### config.mk
export PLATFORM = sky130hd
export DESIGN_NAME = shrot_unit
export DESIGN_NICKNAME = d
export VERILOG_FILES = /design/src/rtl/shrot_pkg.sv /design/src/rtl/shrot_cnt_sel.sv /design/src/rtl/shrot_shifter.sv /design/src/rtl/shrot_rotator.sv /design/src/rtl/shrot_unit.sv
export SDC_FILE = /design/constraint.sdc
export NUM_CORES = 1
export LEC_CHECK = 0
export ABC_AREA = 1
export ABC_CLOCK_PERIOD_IN_PS = 9400
export BUFFER_PORTS_ARGS = -buffer_cell sky130_fd_sc_hd__buf_4
export CORE_MARGIN = 5
export CORE_UTILIZATION = 45
export DETAILED_ROUTE_END_ITERATION = 12
export PLACE_DENSITY = 0.63
export SKIP_CTS_REPAIR_TIMING = 1
export SYNTH_ARGS = -nofsm -noshare
export SYNTH_HDL_FRONTEND = slang
export SYNTH_SLANG_ARGS = --single-unit
### constraint.sdc
create_clock -name clk_i -period 9.4 [get_ports clk_i]
set_input_delay 0.94 -clock clk_i [delete_from_list [all_inputs] [get_ports clk_i]]
set_output_delay 0.94 -clock clk_i [all_outputs]
set_load 0.01 [all_outputs]
### src/rtl/shrot_pkg.sv
package shrot_pkg;

    // Operation codes; bit 2 selects the rotator, bit 0 selects right
    typedef enum logic [2:0] {
        OP_SHL = 3'd0,
        OP_SHR = 3'd1,
        OP_SAL = 3'd2,
        OP_SAR = 3'd3,
        OP_ROL = 3'd4,
        OP_ROR = 3'd5,
        OP_RCL = 3'd6,
        OP_RCR = 3'd7
    } shrot_op_e;

    function automatic logic is_rotate(input logic [2:0] op);
        return op[2];
    endfunction

endpackage

### src/rtl/shrot_cnt_sel.sv
module shrot_cnt_sel #(
    parameter int unsigned CREG_W = 8,
    parameter int unsigned CNT_W  = 5
) (
    input  logic              src_i,
    input  logic [CREG_W-1:0] imm_i,
    input  logic [CREG_W-1:0] reg_i,
    output logic [CNT_W-1:0]  cnt_o
);
    logic [CREG_W-1:0] raw;

    always_comb begin
        raw   = src_i ? reg_i : imm_i;
        cnt_o = CNT_W'(raw);
    end
endmodule

### src/rtl/shrot_shifter.sv
module shrot_shifter #(
    parameter int unsigned DATA_W = 8,
    parameter int unsigned CNT_W  = 5
) (
    input  logic [1:0]        mode_i,   // 00 left, 01 right, 10 left, 11 arith right
    input  logic [DATA_W-1:0] a_i,
    input  logic [CNT_W-1:0]  cnt_i,
    output logic [DATA_W-1:0] res_o,
    output logic              cf_o
);
    localparam int unsigned EXT_W = DATA_W + (1 << CNT_W) + 1;

    logic [DATA_W:0]        left_v;
    logic [DATA_W:0]        lright_v;
    logic [DATA_W:0]        aright_v;
    logic signed [EXT_W-1:0] sgn_src;

    always_comb begin
        // left: carry is the bit that crosses position DATA_W
        left_v   = (DATA_W + 1)'(EXT_W'(a_i) << cnt_i);
        // right: a guard bit below bit 0 catches the last bit out
        lright_v = (DATA_W + 1)'(EXT_W'({a_i, 1'b0}) >> cnt_i);
        sgn_src  = {{(EXT_W - DATA_W - 1){a_i[DATA_W-1]}}, a_i, 1'b0};
        aright_v = (DATA_W + 1)'(sgn_src >>> cnt_i);

        if (!mode_i[0]) begin
            res_o = left_v[DATA_W-1:0];
            cf_o  = left_v[DATA_W];
        end else if (mode_i[1]) begin
            res_o = aright_v[DATA_W:1];
            cf_o  = aright_v[0];
        end else begin
            res_o = lright_v[DATA_W:1];
            cf_o  = lright_v[0];
        end
    end
endmodule

### src/rtl/shrot_rotator.sv
module shrot_rotator #(
    parameter int unsigned DATA_W = 8,
    parameter int unsigned CNT_W  = 5
) (
    input  logic [1:0]        mode_i,   // bit0 right, bit1 through carry
    input  logic [DATA_W-1:0] a_i,
    input  logic              cf_i,
    input  logic [CNT_W-1:0]  cnt_i,
    output logic [DATA_W-1:0] res_o,
    output logic              cf_o
);
    localparam int unsigned RING_W = DATA_W + 1;

    logic [CNT_W-1:0]    amt_byte;
    logic [CNT_W-1:0]    amt_ring;
    logic [2*DATA_W-1:0] dbl_byte;
    logic [2*RING_W-1:0] dbl_ring;
    logic [DATA_W-1:0]   byte_res;
    logic [RING_W-1:0]   ring_res;

    always_comb begin
        amt_byte = CNT_W'(32'(cnt_i) % DATA_W);
        amt_ring = CNT_W'(32'(cnt_i) % RING_W);
        dbl_byte = {a_i, a_i};
        dbl_ring = {cf_i, a_i, cf_i, a_i};

        if (mode_i[0]) begin
            byte_res = DATA_W'(dbl_byte >> amt_byte);
            ring_res = RING_W'(dbl_ring >> amt_ring);
        end else begin
            byte_res = DATA_W'((dbl_byte << amt_byte) >> DATA_W);
            ring_res = RING_W'((dbl_ring << amt_ring) >> RING_W);
        end

        if (mode_i[1]) begin
            res_o = ring_res[DATA_W-1:0];
            cf_o  = ring_res[DATA_W];
        end else begin
            res_o = byte_res;
            cf_o  = mode_i[0] ? byte_res[DATA_W-1] : byte_res[0];
        end
    end
endmodule

### src/rtl/shrot_unit.sv
module shrot_unit
    import shrot_pkg::*;
#(
    parameter int unsigned DATA_W = 8,
    parameter int unsigned CNT_W  = 5,
    parameter int unsigned CREG_W = 8
) (
    input  logic              clk_i,
    input  logic              rst_ni,
    input  logic              start_i,
    input  logic [2:0]        op_i,
    input  logic [DATA_W-1:0] operand_i,
    input  logic              cnt_src_i,
    input  logic [CREG_W-1:0] cnt_imm_i,
    input  logic              cnt_wr_i,
    input  logic [CREG_W-1:0] cnt_wdata_i,
    output logic [DATA_W-1:0] result_o,
    output logic              carry_o,
    output logic              done_o
);
    typedef struct packed {
        logic [DATA_W-1:0] result;
        logic              carry;
        logic              done;
        logic [CREG_W-1:0] creg;
    } state_t;

    state_t st_d, st_q;

    logic [CREG_W-1:0] creg_q;
    logic [CNT_W-1:0]  eff_cnt;
    logic [DATA_W-1:0] sh_res, rt_res;
    logic              sh_cf, rt_cf;

    assign creg_q = st_q.creg;

    shrot_cnt_sel #(.CREG_W(CREG_W), .CNT_W(CNT_W)) u_cnt_sel (
        .src_i (cnt_src_i),
        .imm_i (cnt_imm_i),
        .reg_i (creg_q),
        .cnt_o (eff_cnt)
    );

    shrot_shifter #(.DATA_W(DATA_W), .CNT_W(CNT_W)) u_shifter (
        .mode_i (op_i[1:0]),
        .a_i    (operand_i),
        .cnt_i  (eff_cnt),
        .res_o  (sh_res),
        .cf_o   (sh_cf)
    );

    shrot_rotator #(.DATA_W(DATA_W), .CNT_W(CNT_W)) u_rotator (
        .mode_i (op_i[1:0]),
        .a_i    (operand_i),
        .cf_i   (st_q.carry),
        .cnt_i  (eff_cnt),
        .res_o  (rt_res),
        .cf_o   (rt_cf)
    );

    always_comb begin
        st_d      = st_q;
        st_d.done = 1'b0;
        if (start_i) begin
            st_d.done = 1'b1;
            if (eff_cnt == '0) begin
                st_d.result = operand_i;
            end else if (is_rotate(op_i)) begin
                st_d.result = rt_res;
                st_d.carry  = rt_cf;
            end else begin
                st_d.result = sh_res;
                st_d.carry  = sh_cf;
            end
        end
        if (cnt_wr_i) begin
            st_d.creg = cnt_wdata_i;
        end
    end

    always_ff @(posedge clk_i) begin
        if (!rst_ni) begin
            st_q <= '0;
        end else begin
            st_q <= st_d;
        end
    end

    assign result_o = st_q.result;
    assign carry_o  = st_q.carry;
    assign done_o   = st_q.done;
endmodule

Word level (Yosys, flattened, before mapping)

Index checks and enable logic that the tools add are counted.

Flip-flop bits (word level): 15
Input port bits: 32

Divide/modulo/power cells: 1
Shifts and indexed selects: 7
Multiplexer cells: 13
Bitwise gates (word level): 1
Reduce and logical (&&, ||, !) cells: 2

Operators by type and width:

| cell                                                             | count |
|---|---|
| 8-bit two-way mux                                                | 5 |
| 5-bit by 4-bit modulo with 32-bit output (second input constant) | 1 |
| 9-bit two-way mux                                                | 2 |
| 18-bit by 5-bit left shift with 18-bit output                    | 1 |
| 18-bit by 5-bit >> shifter with 9-bit output                     | 1 |
| 16-bit by 3-bit left shift with 16-bit output                    | 1 |
| 16-bit by 3-bit >> shifter with 8-bit output                     | 1 |
| 8-bit by 5-bit left shift with 9-bit output                      | 1 |
| 9-bit by 5-bit >> shifter with 9-bit output                      | 1 |
| 9-bit by 5-bit >>> shifter with 9-bit output                     | 1 |
| 5-bit logical NOT                                                | 1 |
| 1-bit two-way mux                                                | 5 |
| 5-bit two-way mux                                                | 1 |
| 2-bit AND reduction                                              | 1 |
| 1-bit NOT                                                        | 1 |

Longest topological paths before layout

Depth in word-level cells: 7
Mapped depth: 29

Modules after synthesis

Synthesis repeated with hierarchy kept, for this count alone.

Cell total of the unflattened synthesis: 756
Area total of the unflattened synthesis: 3962.6 µm²

By module, submodules not included:

| module        | instances | cells each | area an instance (µm²) | sequential area each (µm²) |
|---|---|---|---|---|
| shrot_rotator | 1         | 430        | 2157.1                 | 0.0 |
| shrot_unit    | 1         | 142        | 955.9                  | 360.3 |
| shrot_shifter | 1         | 168        | 789.5                  | 0.0 |
| shrot_cnt_sel | 1         | 16         | 60.1                   | 0.0 |

Worst setup path after synthesis

No wires, ideal clock.

Kind: input to register
Start point: input port cnt_src_i
End point: register st_q, in the netlist result_o[6]
Setup time: 0.123 ns
Data arrival time: 4.018 ns
Data required time: 9.277 ns
Path slack: 5.259 ns
Stages: 28
Buffers on the path: 3
Path through: buf_6 -> inv_6 -> nand2_1 -> nand2_2 -> clkbuf_1 -> ha_1 -> inv_1 -> nand3_4 -> nand2_2 -> xor2_1 -> inv_1 -> ha_1 -> nand3_1 -> nand2_4 -> nand3_4 -> o21ai_2 -> buf_4 -> nand3_1 -> nand2_1 -> nand2_1 -> nand2_1 -> nand2_1 -> nand3_1 -> nand2_1 -> nand2_1 -> nand3_1 -> nand3_1 -> a21oi_1

Cells in the longest elaborated chain, start to end: 7

RTL lines:

| element                                                                                                       | line                                     | RTL |
|---|---|---|
| from (decl)                                                                                                   | shrot_unit.sv:13                         | `input logic cnt_src_i,` |
| 5-bit two-way mux *                                                                                           | shrot_cnt_sel.sv:13                      | `raw = src_i ? reg_i : imm_i;` |
| 5-bit by 4-bit modulo with 32-bit output                                                                      | shrot_rotator.sv:23                      | `amt_ring = CNT_W'(32'(cnt_i) % RING_W);` |
| 18-bit by 5-bit left shift with 18-bit output or 18-bit by 5-bit >> shifter with 9-bit output (tied branches) | shrot_rotator.sv:32, shrot_rotator.sv:29 |  |
| 9-bit two-way mux                                                                                             | shrot_rotator.sv:27                      | `if (mode_i[0]) begin` |
| 8-bit two-way mux                                                                                             | shrot_rotator.sv:35                      | `if (mode_i[1]) begin` |
| 9-bit two-way mux                                                                                             | shrot_unit.sv:68                         | `end else if (is_rotate(op_i)) begin` |
| 8-bit two-way mux *                                                                                           | shrot_unit.sv:66                         | `if (eff_cnt == '0) begin` |
| to (signal assigned)                                                                                          | shrot_unit.sv:85                         | `st_q <= st_d;` |
| to (decl)                                                                                                     | shrot_unit.sv:28                         | `state_t st_d, st_q;` |

Mark *: on every way between the ends. The rest lies on a longest branch, timed or not.
A chain may end at the register's enable or synchronous reset.

Final worst setup path

Start point: input port cnt_src_i
End point: register st_q, in the netlist result_o[1]

Same word-level chain as after synthesis.

==> summary.txt <==
crit path time final - 5320 ps
Post-Synthesis Cells - 610
Mapped Area - 3180 µm²
async set or reset register ratio after synthesis - 0
Core ar. - 6830 µm²
M1 GR Usage - 0.316
fin worst setup slack - 4080 ps
Max VDD drop - 0.0730 mV
gpl congestion - 0.992
RSZ-0062 raised after global routing - no
share of layout cells above drive strength 1 - 0.116
met3 Use GR - 0.0240
Yosys top cell area share - 0.243
clock latency on the worst-skew pair - 260 ps
gr usage total - 0.244
IO Count - 42
number of nets still failing antenna checks after routing - 0
Final #Nets - 659
Worst-path clk slew - 70 ps
slew margin rel. - 0.348
initial drt markers - 325
Clock Path Buffers - 2
H-tree Lvls - 1
Most used DFF post-synth - dfxtp_1
final setup TNS - 0 ps
drt pass-1 iters - 5
Max-cap violations - 0
Initial Util - 0.466
drt total wl - 10,700 µm
crit path launch type - primary input
Die Ht - 94.1 µm
cells on worst reg2reg path - 24
first-pass GRT wire length - 17,600 µm
Final Cycle Share - 0.566
CP required - 9600 ps
Die Span X - 94.1 µm
Mean Syn Cell Area - 5.22 µm²
antenna cells - 0
Worst setup startpoint - cnt_src_i
Setup Slack @ Placement - 3850 ps
detailed placer's ending HPWL - 8120 µm
row count - 30
critical path capture point type - register
top cells by count, synth - 206 x nand2_1, 114 x nand3_1, 53 x o21ai_0, 46 x inv_1, 42 x a21oi_1
f_max - 0.188 GHz
final hold violation count - 0
Sink Count - 15
setup violators final - 0
Yosys reg bits - 15
Slew @ Worst Pin - 977 ps
Tightest Hold Check Type - reg -> reg
Reg2Reg Setup Slack - 4680 ps
Post-synth EDFFs - 0
number of CTS-inserted buffers - 3
Worst Skew - 3.24 ps
P&R area growth vs syn - 9.04%
ranking of synthesized cells by area - nand2_1 24%, nand3_1 18%, dfxtp_1 9.4%
crit-path max FO - 22
WP data arrival - 5510 ps
DR vias - 4,121
class of the most critical setup path - in -> reg
worst r2r src - creg_q[1]$_SDFFE_PN0P_
max-slew violations - 0
die area - 8860 µm²
register area share after synthesis - 0.0943
DRC violations left - 0
Synthesized Nets - 647
Overflow after GRT - 0
CTS tree - yes
vias in the first global route - 3,762
cell taking the most area after synthesis - nand2_1
most instantiated library cell after synthesis - nand2_1
Leakage Power - 1.73 nW
outcome - completed
met2 Use GR - 0.402
fill count - 759
RR Endpoint - result_o[1]$_SDFFE_PN0P_
CTS Root Cell - clkbuf_8
GR peak layer - met2
largest net degree at the start of global routing - 29
initial antenna violation count - 0
CP Capture Point - result_o[1]$_SDFFE_PN0P_
Routed WL per cell - 14.9 µm
Netlist cell types - 37
Power Density - 158 nW/µm²
DR vias/cell - 5.75
YS warnings - 0
IO buf count - 35
-- how the worst min path moves through the flow --
| stage | startpoint | to | slack (ps) | depth (start not counted) |
|---|---|---|---|---|
| final | creg_q[3]$_SDFFE_PN0P_ | creg_q[3]$_SDFFE_PN0P_ | 470 | 2 |
| after global routing | result_o[0]$_SDFFE_PN0P_ | result_o[0]$_SDFFE_PN0P_ | 490 | 2 |
| after CTS | creg_q[3]$_SDFFE_PN0P_ | creg_q[3]$_SDFFE_PN0P_ | 470 | 2 |
| after detailed placement | creg_q[3]$_SDFFE_PN0P_ | creg_q[3]$_SDFFE_PN0P_ | 460 | 2 |
| after global placement | creg_q[3]$_SDFFE_PN0P_ | creg_q[3]$_SDFFE_PN0P_ | 450 | 2 |
| after floorplan | creg_q[3]$_SDFFE_PN0P_ | creg_q[3]$_SDFFE_PN0P_ | 440 | 2 |
-- power breakdown --
| part | switching, mW | internal [mW] |
|---|---|---|
| logic | 0.288 | 0.133 |
| clock network | 0.0269 | 0.0295 |
| registers | 0.00320 | 0.0688 |
| total | 0.318 | 0.231 |
-- sequential cells by signal, indices dropped and copies added, names as in the netlist --
name and flops:
creg_q 5, done_o 1, result_o 8, carry_o 1
-- cell usage in the layout (no fill, tap or decap), types with 4 or more instances in the layout --
cell,netlist,layout
nand2_1,206,206
nand3_1,114,114
o21ai_0,53,53
inv_1,46,46
a21oi_1,42,42
buf_4,6,36
nor2_1,31,31
dfxtp_1,15,15
nand2_2,12,12
o211ai_1,10,10
nand2_4,7,7
o21ai_1,5,5
ha_1,5,5
nand4_1,4,4
-- worst max-delay path, stage by stage --
cell and delay, ps:
buf_4 160, inv_6 70, nand2_1 60, nand2_1 370
ha_1 380, inv_1 100, nand3_4 100, nand2_2 110
xor2_1 240, inv_1 180, ha_1 250, nand3_1 130
nand2_4 80, nand3_4 180, nand2_2 80, xor2_2 760
inv_1 480, nand3_1 210, nand3_1 90, nand2_1 70
nand2_1 50, nand2_1 110, nand2_1 70, nand2_1 70
nand2_1 60, a21oi_1 110
-- stage by stage --
stage / area, µm² / std cells / util / power [mW] / hold slack (ps)
after floorplan: 3180 / 610 / - / 0.397 / 443
after global placement: 3430 / 713 / 0.501 / 0.477 / 455
after detailed placement: 3430 / 713 / 0.501 / 0.481 / 458
after CTS: 3470 / 717 / 0.508 / 0.537 / 468
after global routing: 3470 / 717 / 0.508 / 0.599 / 489
final: 3470 / 717 / 0.508 / 0.549 / 466
-- layout make-up --
| class | count | area, µm² | share of cell area |
|---|---|---|---|
| clock buffer | 3 | 41.3 | 0.0119 |
| clock inverter | 1 | 5.00 | 0.00144 |
| inverter | 51 | 196 | 0.0566 |
| multi-input combinational | 515 | 2540 | 0.731 |
| sequential | 15 | 300 | 0.0865 |
| tap | 96 | 120 | 0.0346 |
| timing repair buffer | 36 | 270 | 0.0778 |
-- kinds of logic after synthesis --
| family | synth area share |
|---|---|
| DFF | 0.0943 |
| AOI/OAI and AO/OA | 0.216 |
| and+or+nand+nor | 0.540 |
| xor gates and xnor gates | 0.0185 |
| adders and majority gates | 0.0196 |
| buffers and inverters | 0.108 |
| muxes | 0.00314 |
-- metal layers --
metal | up-vias | routed length, µm
met4 | 0 | 508
met2 | 221 | 4800
met5 | - | 0
met3 | 42 | 811
met1 | 1801 | 4550
li1 | 2057 | -
Note: power is estimated with default switching activity, not from simulation.
